===== src/rtl/rccPkg.sv =====
package rccPkg;
  localparam int CAUSE_W = 7;
  localparam int B_PIN = 0;
  localparam int B_POR = 1;
  localparam int B_MCD = 2;
  localparam int B_WDT = 3;
  localparam int B_SW  = 4;
  localparam int B_CMP = 5;
  localparam int B_CNV = 6;
  // highest priority first
  localparam int PRIO_ORDER [CAUSE_W] = '{B_POR, B_PIN, B_MCD, B_WDT, B_SW, B_CMP, B_CNV};

  typedef struct packed {
    logic cnv;
    logic cmp;
    logic mcd;
    logic sup;
  } enable_t;

  typedef struct packed {
    logic               causeLoad;
    logic [CAUSE_W-1:0] causeVec;
    logic               enWrite;
    logic               enClear;
    enable_t            enData;
  } strobe_t;
endpackage


===== src/rtl/rccControl.sv =====
module rccControl
  import rccPkg::*;
#(
  parameter int HOLD_CYCLES = 16
) (
  input  logic         clk,
  input  logic         porReq,
  input  logic         supplyLowReq,
  input  logic         monitorPinEn,
  input  logic         pinRstN,
  input  logic         wdtTimeoutReq,
  input  logic         clkMissingReq,
  input  logic         cmpOutN,
  input  logic         convStartN,
  input  logic         regWrEn,
  input  logic [7:0]   regWrData,
  input  enable_t      enables,
  output strobe_t      strobe,
  output logic         sysRstOut,
  output logic         pinDriveLowOut
);
  localparam int CNT_W = $clog2(HOLD_CYCLES + 1);

  logic [CNT_W-1:0]   holdCnt;
  logic               pinFlag;
  logic               inReset;
  logic               wrOk;
  logic               forceSw;
  logic               forcePor;
  logic               supReq;
  logic               anyReq;
  logic [CAUSE_W-1:0] rawReq;
  logic [CAUSE_W-1:0] causeVec;
  logic               unusedWrBits;

  assign unusedWrBits = ^{regWrData[7], regWrData[3]};

  assign inReset  = (holdCnt != '0);
  assign wrOk     = regWrEn && !inReset;
  assign forceSw  = wrOk && regWrData[B_SW];
  assign forcePor = wrOk && regWrData[0];
  assign supReq   = enables.sup && monitorPinEn && supplyLowReq;

  always_comb begin
    rawReq        = '0;
    rawReq[B_POR] = forcePor || supReq;
    rawReq[B_PIN] = !pinRstN;
    rawReq[B_MCD] = enables.mcd && clkMissingReq;
    rawReq[B_WDT] = wdtTimeoutReq;
    rawReq[B_SW]  = forceSw;
    rawReq[B_CMP] = enables.cmp && !cmpOutN;
    rawReq[B_CNV] = enables.cnv && !convStartN;
  end

  // priority pick: first hit in PRIO_ORDER wins
  always_comb begin
    logic hit;
    hit      = 1'b0;
    causeVec = '0;
    for (int i = 0; i < CAUSE_W; i++) begin
      if (!hit && rawReq[PRIO_ORDER[i]]) begin
        causeVec[PRIO_ORDER[i]] = 1'b1;
        hit = 1'b1;
      end
    end
  end

  assign anyReq = |rawReq;

  always_comb begin
    strobe.causeLoad = anyReq;
    strobe.causeVec  = causeVec;
    strobe.enWrite   = wrOk;
    strobe.enClear   = rawReq[B_POR];
    strobe.enData    = '{cnv: regWrData[B_CNV], cmp: regWrData[B_CMP],
                         mcd: regWrData[B_MCD], sup: regWrData[B_POR]};
  end

  always_ff @(posedge clk or posedge porReq) begin
    if (porReq) begin
      holdCnt <= CNT_W'(HOLD_CYCLES);
      pinFlag <= 1'b0;
    end else begin
      if (anyReq)
        holdCnt <= CNT_W'(HOLD_CYCLES);
      else if (inReset)
        holdCnt <= holdCnt - 1'b1;

      if (forcePor)
        pinFlag <= 1'b1;
      else if (!anyReq && holdCnt == CNT_W'(1))
        pinFlag <= 1'b0;
    end
  end

  assign sysRstOut      = inReset;
  assign pinDriveLowOut = pinFlag;
endmodule


===== src/rtl/rccDatapath.sv =====
module rccDatapath
  import rccPkg::*;
(
  input  logic       clk,
  input  logic       porReq,
  input  strobe_t    strobe,
  output enable_t    enables,
  output logic [7:0] regRdData
);
  logic [CAUSE_W-1:0] causeReg;
  enable_t            enReg;

  always_ff @(posedge clk or posedge porReq) begin
    if (porReq) begin
      causeReg <= CAUSE_W'(1) << B_POR;
      enReg    <= '0;
    end else begin
      if (strobe.causeLoad)
        causeReg <= strobe.causeVec;
      if (strobe.enClear)
        enReg <= '0;
      else if (strobe.enWrite)
        enReg <= strobe.enData;
    end
  end

  assign enables   = enReg;
  assign regRdData = {1'b0, causeReg};
endmodule


===== src/rtl/rstCauseCtl.sv =====
module rstCauseCtl
  import rccPkg::*;
#(
  parameter int HOLD_CYCLES = 16
) (
  input  logic       clk,
  input  logic       porReq,
  input  logic       supplyLowReq,
  input  logic       monitorPinEn,
  input  logic       pinRstN,
  input  logic       wdtTimeoutReq,
  input  logic       clkMissingReq,
  input  logic       cmpOutN,
  input  logic       convStartN,
  input  logic       regWrEn,
  input  logic [7:0] regWrData,
  output logic [7:0] regRdData,
  output logic       sysRstOut,
  output logic       pinDriveLowOut
);
  strobe_t strobe;
  enable_t enables;

  rccControl #(.HOLD_CYCLES(HOLD_CYCLES)) ctl_i (
    .clk(clk), .porReq(porReq), .supplyLowReq(supplyLowReq),
    .monitorPinEn(monitorPinEn), .pinRstN(pinRstN),
    .wdtTimeoutReq(wdtTimeoutReq), .clkMissingReq(clkMissingReq),
    .cmpOutN(cmpOutN), .convStartN(convStartN), .regWrEn(regWrEn),
    .regWrData(regWrData), .enables(enables), .strobe(strobe),
    .sysRstOut(sysRstOut), .pinDriveLowOut(pinDriveLowOut)
  );

  rccDatapath dp_i (
    .clk(clk), .porReq(porReq), .strobe(strobe),
    .enables(enables), .regRdData(regRdData)
  );
endmodule


===== config.mk =====
export PLATFORM = sky130hd
export DESIGN_NAME = rstCauseCtl
export DESIGN_NICKNAME = d
export VERILOG_FILES = /design/src/rtl/rccPkg.sv /design/src/rtl/rccControl.sv /design/src/rtl/rccDatapath.sv /design/src/rtl/rstCauseCtl.sv
export SDC_FILE = /design/constraint.sdc
export NUM_CORES = 1
export LEC_CHECK = 0
export CAP_MARGIN = 30
export CORE_MARGIN = 5
export CORE_UTILIZATION = 50
export CTS_CLUSTER_DIAMETER = 200
export CTS_CLUSTER_SIZE = 12
export DETAILED_ROUTE_END_ITERATION = 8
export GPL_TIMING_DRIVEN = 0
export PLACE_DENSITY_LB_ADDON = 0.15
export SYNTH_ARGS = -nofsm -noshare
export SYNTH_HDL_FRONTEND = slang
export SYNTH_HIERARCHICAL = 1
export SYNTH_SLANG_ARGS = --single-unit

===== constraint.sdc =====
create_clock -name clk -period 3.29 [get_ports clk]
set_input_delay 0.658 -clock clk [delete_from_list [all_inputs] [get_ports clk]]
set_output_delay 0.658 -clock clk [all_outputs]
set_load 0.1 [all_outputs]

==> results.sh <==
export IMPL_worstSetupPathType="flip-flop to output pin"
export IMPL_crit_chain="inv_1, ha_1, nor4b_4, inv_1, dlygate4sd2_1"
export IMPL_rows=16
export IMPL_cts_repair_resized=1
export IMPL_drt_total_wl_mm=1.93
export IMPL_tns_ns=0
export IMPL_layout_cells_most_common="clkdlybuf4s50_1"
export IMPL_fmaxAchievable_mhz=344
export IMPL_grt_ovfl_total=0
export IMPL_leakage_nw=0.611
export IMPL_vias=696
export IMPL_final_min_clock_period_ns=2.91
export IMPL_drc=0
export IMPL_synth_area_sq_um=990
export IMPL_grt_max_degree=12
export IMPL_yosys_area_top_type="dfrtp_1"
export IMPL_synth_area_leaders="dfrtp_1 38%, mux2_4 11%, buf_4 6.1%"
export IMPL_portBuffers=20
export IMPL_antenna_found_initial=0
export IMPL_clk_latency_ns=0.29
export IMPL_cts_root_buf="clkbuf_4"
export IMPL_viasPerCell=4.80
export IMPL_drv_cap=0
export IMPL_rsz0062_at_grt="no"
export IMPL_slowest_delay_ns=0.63
export IMPL_worst_slew_pin_slew_ns=0.981
export IMPL_p_per_area_nw_per_um2=699
export IMPL_fin_area_sq_um=1250
export IMPL_drive_above_1_share_pct=21.2
export IMPL_skew_ns=0.00435
export IMPL_die_height_um=54.5
export IMPL_hold_viol_final=0
export IMPL_critPathMaxFanout=6
export IMPL_p_total_uw=873
export IMPL_avgSynthCellArea_sq_um=10.5
export IMPL_placed_cell_area_sq_um=1220
export IMPL_h_tree_depth=1
export IMPL_slew_headroom_pct=34.4
export IMPL_whs_ns=0.519
export IMPL_hp_class="flip-flop to flip-flop"
export IMPL_fin_nets=140
export IMPL_setup_viol_count_final=0
export IMPL_die_area_sq_um=2970
export IMPL_timing_final_crit_share_pct=88.4
export IMPL_area_delta_synth_final_pct=26.2
export IMPL_ys_warn_count=6
export IMPL_ys_types=29
export IMPL_cp_top_family="buffers and inverters"
export IMPL_dp_hpwl_mm=1.56
export IMPL_dr_pass1_iters=2
export IMPL_drv_slew=0
export IMPL_grt_pass1_wl_mm=3.13
export IMPL_core_sq_um=1920
export IMPL_cts_setup_buffers=0
export IMPL_status="completed"
export IMPL_cts_hold_buf=0
export IMPL_wl_per_cell_um=13.3
export IMPL_synth_nets=115
export IMPL_regArea_sq_um=428
export IMPL_seq_area_frac_synth_pct=43.2
export IMPL_synth_seq_cells=17
export IMPL_crit_path_start_kind="flip-flop"
export IMPL_cts_tree="done"
export IMPL_slowest_stage="dlygate4sd2_1"
export IMPL_fp_dieW_um=54.5
export IMPL_syn_inst=94
export IMPL_grt_pass1_vias=708
export IMPL_clock_sinks=17
export IMPL_multi_input_area_sq_um=443
export IMPL_cts_made_buffers=3
export IMPL_final_cell_mix="19 x clkdlybuf4s50_1, 15 x dfrtp_1, 10 x inv_1, 10 x nor2_1, 8 x buf_4"
export IMPL_cp_arrival_ns=2.25
export IMPL_start_util_pct=51.5
export IMPL_place_congestion=0.707
export IMPL_ant_nets=0
export IMPL_crit_buf_inv=3
export IMPL_clockBufferDepth=2
export IMPL_track_usage_pct=15.4
export IMPL_crit_required_ns=2.63
export IMPL_path_common_cell="inv_1"
export IMPL_drt_iter0_drc=9
export IMPL_clk_pin_slew_ns=0.10
export IMPL_fill_cells=164
export IMPL_irDropWorstVdd_mv=0.394
export IMPL_synth_top_area_share_pct=37.9
export IMPL_io_pins=28
export IMPL_end_kind="output pin"
export IMPL_antenna_cells=0
[stage by stage]
step,cells,utilization (%),setup slack [ns]
finish,145,65.0,0.381
global route,145,65.0,0.271
CTS,145,65.0,0.367
detailed placement,141,63.7,0.334
global placement,141,63.7,0.414
floorplan,94,-,1.17
[state kept, by name (all words and copies together), names as in the netlist]
name                  cells
ctl_i/pinDriveLowOut      1
dp_i/enables              4
dp_i/causeReg             7
ctl_i/holdCnt             5
[metal layers]
layer  vias to the layer above  routed length, um  track usage (%)  share of wire [%]
li1                        349                  -                -                  -
met1                       329                878             19.0                 45
met2                        16                946             23.9                 49
met3                         2                 89             3.00                4.6
met4                         0                 18             10.8               0.93
met5                         -                  0                0                  0
[cells in the mapped netlist, drive strengths merged]
| library cell | number |
|---|---|
| dfrtp | 15 |
| buf | 10 |
| inv | 10 |
| nor2 | 10 |
| mux2 | 7 |
| nand2 | 6 |
| mux2i | 5 |
| nor3 | 4 |
| ha | 3 |
| xnor2 | 3 |
| dfstp | 2 |
| nand2b | 2 |
| nand3 | 2 |
| nand3b | 2 |
| a211oi | 1 |
| a21o | 1 |
| a21oi | 1 |
| a2bb2oi | 1 |
| and3 | 1 |
| clkbuf | 1 |
| conb | 1 |
| nand4 | 1 |
| nand4bb | 1 |
| nor3b | 1 |
| nor4 | 1 |
| nor4b | 1 |
| o211ai | 1 |
[final timing paths]
check | startpoint | endpoint | slack (ns) | depth (start not counted)
max | ctl_i/holdCnt[0]$_DFFE_PP0P_ | sysRstOut | 0.38 | 5
min | dp_i/causeReg[6]$_DFFE_PP0P_ | dp_i/causeReg[6]$_DFFE_PP0P_ | 0.52 | 1
max reg2reg | ctl_i/holdCnt[0]$_DFFE_PP0P_ | dp_i/causeReg[2]$_DFFE_PP0P_ | 0.99 | 9
min reg2reg | dp_i/causeReg[6]$_DFFE_PP0P_ | dp_i/causeReg[6]$_DFFE_PP0P_ | 0.52 | 1
max in group asynchronous | porReq | dp_i/causeReg[1]$_DFFE_PP1P_ | 2.27 | 2
min in group asynchronous | porReq | ctl_i/holdCnt[1]$_DFFE_PP0P_ | 0.60 | 2
[logic make-up after synthesis]
family	Yosys count	synth area share (%)
adder cells (fa/ha/maj)	3	3.79
XOR/XNOR	3	2.66
AO/OA/AOI/OAI	5	4.17
other	1	0.379
multiplexers	12	15.7
buffers and inverters	21	12.0
AND/OR/NAND/NOR	32	18.1
flip-flops	17	43.2
[area by class of cell]
class / count / share of cell area (%)
multi-input combinational: 56 / 35.5
sequential: 17 / 34.3
timing repair buffer: 20 / 15.9
buffer: 11 / 6.51
inverter: 10 / 3.01
tap: 27 / 2.71
clock buffer: 4 / 2.10
[report_power, final]
part | internal (mW) | switching [mW] | total (mW)
Clock | 0.0471 | 0.0648 | 0.112
Sequential | 0.264 | 0.0424 | 0.307
Combinational | 0.163 | 0.292 | 0.455
Total | 0.474 | 0.399 | 0.873
(Power assumes the default switching activity.)
